--- src/rtl/linelock_acq_ctrl.sv ---
module linelock_acq_ctrl #(
  parameter int NSET_W  = 12,
  parameter int CW_W    = 10,
  parameter int CW_INIT = 512,
  parameter int CSTEP   = 20,
  parameter int PH_WIN  = 2
) (
  input  logic              clk,
  input  logic              rst_n,
  input  logic              ref_in,
  input  logic [NSET_W-1:0] div_n,
  output logic [CW_W-1:0]   ctrl_word,
  output logic              div_pulse,
  output logic [2:0]        mode,
  output logic              locked
);
  localparam int CNT_W = NSET_W + 1;
  localparam int MW    = CNT_W + 7;
  localparam logic [CW_W-1:0] CW_MAX_V = {CW_W{1'b1}};
  localparam logic [CW_W-1:0] CSTEP_V  = CW_W'(CSTEP);
  localparam logic [CW_W-1:0] ONE_V    = CW_W'(1);

  typedef enum logic [2:0] {
    M_FRQ_C = 3'd0, M_FRQ_F = 3'd1, M_PHS_C = 3'd2, M_PHS_F = 3'd3, M_HOLD = 3'd4
  } mode_t;

  logic [2:0]        ref_sh;
  logic [CNT_W-1:0]  cnt_q, lim;
  logic [NSET_W-1:0] div_cnt;
  logic [CW_W-1:0]   word_q, word_d;
  mode_t             mode_q, mode_d, held_q, held_d;
  logic              armed_q, armed_d, rl_q, rl_d, realign;
  logic              ref_edge, lost, near, in4, in2, slow;
  logic [MW-1:0]     per_w, nx_w, diff_w;

  function automatic logic [CW_W-1:0] step_up(input logic [CW_W-1:0] w, input logic [CW_W-1:0] s);
    return (w > CW_MAX_V - s) ? CW_MAX_V : w + s;
  endfunction

  function automatic logic [CW_W-1:0] step_dn(input logic [CW_W-1:0] w, input logic [CW_W-1:0] s);
    return (w < s) ? '0 : w - s;
  endfunction

  always_ff @(posedge clk) begin
    if (!rst_n) ref_sh <= '0;
    else        ref_sh <= {ref_sh[1:0], ref_in};
  end
  assign ref_edge = ref_sh[1] & ~ref_sh[2];

  assign lim  = {div_n, 1'b0};
  assign lost = (cnt_q >= lim);

  always_ff @(posedge clk) begin
    if (!rst_n)        cnt_q <= '0;
    else if (ref_edge) cnt_q <= '0;
    else if (!lost)    cnt_q <= cnt_q + 1'b1;
  end

  assign per_w  = MW'(cnt_q) + MW'(1);
  assign nx_w   = MW'(div_n);
  assign diff_w = (per_w >= nx_w) ? per_w - nx_w : nx_w - per_w;
  assign in4    = (diff_w * MW'(25)) <= nx_w;
  assign in2    = (diff_w * MW'(50)) <= nx_w;
  assign slow   = (per_w < nx_w);

  assign near = ({1'b0, div_cnt} + CNT_W'(PH_WIN + 1) >= {1'b0, div_n}) ||
                (div_cnt < NSET_W'(PH_WIN));

  always_ff @(posedge clk) begin
    if (!rst_n)                                   div_cnt <= '0;
    else if (realign)                             div_cnt <= '0;
    else if ({1'b0, div_cnt} + 1'b1 >= {1'b0, div_n}) div_cnt <= '0;
    else                                          div_cnt <= div_cnt + 1'b1;
  end
  assign div_pulse = (div_cnt == '0);

  always_comb begin
    mode_d  = mode_q;
    word_d  = word_q;
    held_d  = held_q;
    armed_d = armed_q;
    rl_d    = rl_q;
    realign = 1'b0;
    if (mode_q == M_HOLD) begin
      if (ref_edge) begin
        mode_d  = held_q;
        armed_d = 1'b1;
      end
    end else if (lost && !ref_edge) begin
      held_d = mode_q;
      mode_d = M_HOLD;
    end else if (ref_edge) begin
      armed_d = 1'b1;
      if (armed_q) begin
        case (mode_q)
          M_FRQ_C: begin
            if (!in4) word_d = slow ? step_up(word_q, CSTEP_V) : step_dn(word_q, CSTEP_V);
            else      mode_d = M_FRQ_F;
          end
          M_FRQ_F: begin
            if (!in4) mode_d = M_FRQ_C;
            else if (in2) begin
              mode_d = M_PHS_C;
              rl_d   = 1'b0;
            end else word_d = slow ? step_up(word_q, ONE_V) : step_dn(word_q, ONE_V);
          end
          M_PHS_C: begin
            if (!in4)             mode_d = M_FRQ_C;
            else if (!in2)        mode_d = M_FRQ_F;
            else if (rl_q && near) mode_d = M_PHS_F;
            else begin
              realign = 1'b1;
              rl_d    = 1'b1;
            end
          end
          M_PHS_F: begin
            if (!in4)       mode_d = M_FRQ_C;
            else if (!in2)  mode_d = M_FRQ_F;
            else if (!near) begin
              mode_d = M_PHS_C;
              rl_d   = 1'b0;
            end else if (per_w != nx_w)
              word_d = slow ? step_up(word_q, ONE_V) : step_dn(word_q, ONE_V);
          end
          default: mode_d = M_FRQ_C;
        endcase
      end
    end
  end

  always_ff @(posedge clk) begin
    if (!rst_n) begin
      mode_q  <= M_FRQ_C;
      held_q  <= M_FRQ_C;
      word_q  <= CW_W'(CW_INIT);
      armed_q <= 1'b0;
      rl_q    <= 1'b0;
    end else begin
      mode_q  <= mode_d;
      held_q  <= held_d;
      word_q  <= word_d;
      armed_q <= armed_d;
      rl_q    <= rl_d;
    end
  end

  assign ctrl_word = word_q;
  assign mode      = mode_q;
  assign locked    = (mode_q == M_PHS_F);

  AST_MODE_LEGAL: assert property (@(posedge clk) disable iff (!rst_n)
    mode_q <= M_HOLD);
  AST_COARSE_STEP: assert property (@(posedge clk) disable iff (!rst_n)
    (mode_q == M_FRQ_C) |=> (((word_q >= $past(word_q)) ? (word_q - $past(word_q))
                                                        : ($past(word_q) - word_q)) <= CSTEP_V));
  AST_FINE_STEP: assert property (@(posedge clk) disable iff (!rst_n)
    (mode_q != M_FRQ_C) |=> (((word_q >= $past(word_q)) ? (word_q - $past(word_q))
                                                        : ($past(word_q) - word_q)) <= ONE_V));
  AST_HOLD_FROZEN: assert property (@(posedge clk) disable iff (!rst_n)
    (mode_q == M_HOLD) |=> $stable(word_q));
  AST_HOLD_ENTRY: assert property (@(posedge clk) disable iff (!rst_n)
    (mode_q == M_HOLD && $past(mode_q) != M_HOLD) |-> ($past(cnt_q) >= {$past(div_n), 1'b0}));
  AST_LOCK_ENTRY: assert property (@(posedge clk) disable iff (!rst_n)
    (mode_q == M_PHS_F && $past(mode_q) != M_PHS_F) |->
      ($past(mode_q) == M_PHS_C || $past(mode_q) == M_HOLD));
  AST_REALIGN_PULSE: assert property (@(posedge clk) disable iff (!rst_n)
    realign |=> div_pulse);
endmodule

--- config.mk ---
export PLATFORM = sky130hd
export DESIGN_NAME = linelock_acq_ctrl
export DESIGN_NICKNAME = d
export VERILOG_FILES = /design/src/rtl/linelock_acq_ctrl.sv
export SDC_FILE = /design/constraint.sdc
export NUM_CORES = 1
export LEC_CHECK = 0
export BUFFER_PORTS_ARGS = -buffer_cell sky130_fd_sc_hd__buf_4
export CORE_MARGIN = 3
export CORE_UTILIZATION = 53
export DETAILED_ROUTE_END_ITERATION = 6
export HOLD_SLACK_MARGIN = 0.08
export PLACE_DENSITY = 0.7
export SLEW_MARGIN = 5
export SYNTH_ARGS = -nofsm -noshare
export SYNTH_HDL_FRONTEND = slang
export SYNTH_SLANG_ARGS = --single-unit
export TNS_END_PERCENT = 1
--- constraint.sdc ---
create_clock -name clk -period 21.2 [get_ports clk]
set_input_delay 1.06 -clock clk [delete_from_list [all_inputs] [get_ports clk]]
set_output_delay 1.06 -clock clk [all_outputs]
set_load 0.01 [all_outputs]
==> flow_metrics.env <==
export IMPL_status="finished, final reports clean"
export IMPL_dr_first_iter_drc_count=498
export IMPL_gp_congestion=0.9424
export IMPL_critical_path_class="register to register"
export IMPL_start_util=0.5431
export IMPL_ir_drop_mv=0.05715
export IMPL_finalHoldViolations=0
export IMPL_post_place_ws_ps=11070
export IMPL_async_flop_share=0
export IMPL_core_area_um2=13930
export IMPL_tns_ps=0
export IMPL_p_switching_w=0.0003004
export IMPL_setup_viol=0
export IMPL_p_int_w=0.0003166
export IMPL_vias_per_cell=6.112
export IMPL_maxSlewHeadroom=0.3462
export IMPL_portBuffers=29
export IMPL_fin_ws_ps=11000
export IMPL_r2r_slack_ps=11000
export IMPL_drc=0
export IMPL_hpwl_um=15330
export IMPL_top_usage_layer="met2"
export IMPL_num_vias=7035
export IMPL_stdcell_count=1151
export IMPL_clock_power_share=0.126
export IMPL_layout_common_cells="135 x ha_1, 82 x inv_1, 79 x nand2_1"
export IMPL_syn_inst=973
export IMPL_critPathRequiredTime_ps=21360
export IMPL_die_w_um=125.5
export IMPL_worstPathMaxFanout=18
export IMPL_rr_worst_depth=38
export IMPL_numCtsBuffers=5
export IMPL_timing_final_max_slew_violations=0
export IMPL_maxCapViolCount=0
export IMPL_area_growth_pct=5.804
export IMPL_overflow=0
export IMPL_critPathArrivalTime_ps=10360
export IMPL_path_clk_slew_ps=70
export IMPL_yosys_cell_types_count=83
export IMPL_cts_setup_buffers=0
export IMPL_clockBufferDepth=2
export IMPL_std_cell_rows=43
export IMPL_cpMaxStageDelayCell="a2111oi_0"
export IMPL_p_leak_nw=3.813
export IMPL_cts_sinks=46
export IMPL_worstReg2RegStart="cnt_q[2]"
export IMPL_yosysWarnings=0
export IMPL_whs_path_depth=1
export IMPL_dp_cells=1143
export IMPL_startpoint="cnt_q[2]"
export IMPL_critical_path_max_stage_delay_ps=590
export IMPL_ant_nets=0
export IMPL_use_met2=0.3858
export IMPL_die_height_um=125.5
export IMPL_seqPwrFrac=0.147
export IMPL_cts_hold_buf=0
export IMPL_globalRouteMet3Util=0.02179
export IMPL_root_buffer="clkbuf_16"
export IMPL_io_pins=30
export IMPL_setup_worst_path_end_class="register"
export IMPL_cts_tree="yes"
export IMPL_ctsResizeCount=0
export IMPL_power_density_nw_per_um2=77.07
export IMPL_holdWs_ps=434.1
export IMPL_cp_start_kind="register"
export IMPL_rr_endpoint="div_cnt[2]"
export IMPL_synth_edff_count=0
export IMPL_ys_seq_area_frac=0.1217
export IMPL_track_usage=0.2434
export IMPL_skew_ps=11.28
export IMPL_grt_use_met1=0.3570
export IMPL_synth_seq_cells=46
export IMPL_holdPathEnd="ref_sh[1]"
export IMPL_worst_pin_slew_ps=977.2
export IMPL_synth_area_um2=7567
export IMPL_insertion_delay_ps=290
export IMPL_synth_flop_cell="dfxtp_1"
export IMPL_fillers=1345
export IMPL_p_comb_frac=0.727
export IMPL_grt_first_pass_wirelength_um=32690
export IMPL_crit_path_frequent_cell="ha_1"
export IMPL_antenna_found_initial=0
export IMPL_min_delay_path_class="register to register"
export IMPL_routed_wl_um=19170
export IMPL_drive_above_1_share=0.06282
export IMPL_final_nets=1136
export IMPL_fmax_mhz=98.01
export IMPL_diodes=0
export IMPL_finalCritPeriodShare=0.4813
export IMPL_synth_fp_nets=1139
export IMPL_drt_first_pass_iters=5
export IMPL_wire_per_inst_um=16.65
export IMPL_syn_area_per_cell_um2=7.777
export IMPL_die_area_um2=15750
export IMPL_grt_max_degree=29
export IMPL_final_common_cell="ha_1"
export IMPL_swShare=0.4869
export IMPL_h_tree_depth=2
export IMPL_min_delay_start="ref_sh[0]"
export IMPL_first_global_vias=6677
export IMPL_min_period_ps=10200
export IMPL_rsz0062_at_grt="no"
[power by group through the flow]
stage	logic, W	registers [W]	clock network, W
after floorplan	0.000336	0.0000912	0
after detailed placement	0.000440	0.0000925	0
after global routing	0.000507	0.0000909	0.0000824
after CTS	0.000444	0.0000905	0.0000800
final	0.000448	0.0000905	0.0000781
after global placement	0.000437	0.0000924	0
[kinds of logic (layout without fill, tap and decap cells)]
group / after synthesis / after routing / synth area share
AND/OR/NAND/NOR: 303 / 303 / 0.2080
AO/OA/AOI/OAI: 264 / 264 / 0.2394
adder cells (fa/ha/maj): 151 / 151 / 0.2655
buffers and inverters: 125 / 123 / 0.06366
XOR/XNOR: 66 / 66 / 0.07738
flip-flops: 46 / 46 / 0.1217
multiplexers: 18 / 18 / 0.02430
[worst max-delay path by stage]
stage              endpoint  slack, ps  depth (start not counted)
6_report         div_cnt[2]      11000                         38
5_1_grt          div_cnt[3]      10050                         38
4_1_cts          div_cnt[4]      11040                         38
3_5_place_dp     div_cnt[4]      11070                         38
3_3_place_gp     div_cnt[5]      11520                         38
2_1_floorplan  ctrl_word[9]      12510                         40
[metal layers]
layer	vias up	wire length [um]
li1	3528	-
met1	3272	9480
met2	209	8466
met3	26	858
met4	0	359
met5	-	0
[synth_stat cells, types with 4 or more instances]
library cell  number  area [um2]
xnor2_1           41       359.1
o22ai_1            4       25.02
o211ai_1           9       67.56
or3_1             10       62.56
nand2b_1          15       93.84
a2111oi_0          7       61.31
nand3_1           39       195.2
nor4_1             4       25.02
nor3_1            17       85.08
nand2_1           79       296.5
a221o_1            4       40.04
o21bai_1           6       45.04
nand4_1           11       68.82
o31ai_1            5       37.54
o311ai_0           5       43.79
xor2_1            24       210.2
o41ai_1            4       35.03
inv_1             82       307.8
a211o_1            4       35.03
fa_1              16       320.3
a21o_1            32       240.2
a31oi_1           10       62.56
a21oi_1           55       275.3
mux2i_1           15       150.1
ha_1             135        1689
nand3b_1           5       37.54
nor2b_1           20       125.1
nor2_1            58       217.7
o21ai_0           58       290.3
a211oi_1           9       67.56
clkbuf_1          33       123.9
and3_1            15       93.84
o32ai_1            5       43.79
and2_1             7       43.79
o21a_1            10       75.07
or2_2              4       25.02
or4_1              5       37.54
buf_2              4       20.02
dfxtp_1           46       920.9
[critical path: cells and delay by family (launching register included)]
| family | cells | cell delay, ps |
|---|---|---|
| simple gates | 15 | 3500 |
| compound gates | 11 | 2940 |
| fa+ha+maj | 6 | 2190 |
| xor+xnor | 3 | 780 |
| flops | 1 | 460 |
| buf+inv | 3 | 160 |
[state kept, by name, summed over array words and instances (netlist names)]
register and cells:
cnt_q 13, div_cnt 12, ctrl_word 10, held_q 3
mode 3, ref_sh 3, armed_q 1, rl_q 1
[final cells by class]
class                   count  area (um2)  share of cell area
repair buffers             31       232.7             0.02907
clock buffers               6       128.9             0.01610
well taps                 180       225.2             0.02813
inverters                  84       315.3             0.03938
flip-flops and latches     46       920.9              0.1150
multi-input cells         802        6170              0.7706
clock inverters             2       13.76            0.001719
[metrics by stage]
step                      power [W]  area, um2    util
after floorplan           0.0004268       7567       -
final                     0.0006171       8006  0.5746
after global placement    0.0005292       7864  0.5643
after CTS                 0.0006148       8006  0.5746
after global routing      0.0006806       8006  0.5746
after detailed placement  0.0005329       7864  0.5643
No activity file was read; power rests on OpenSTA's default activity.
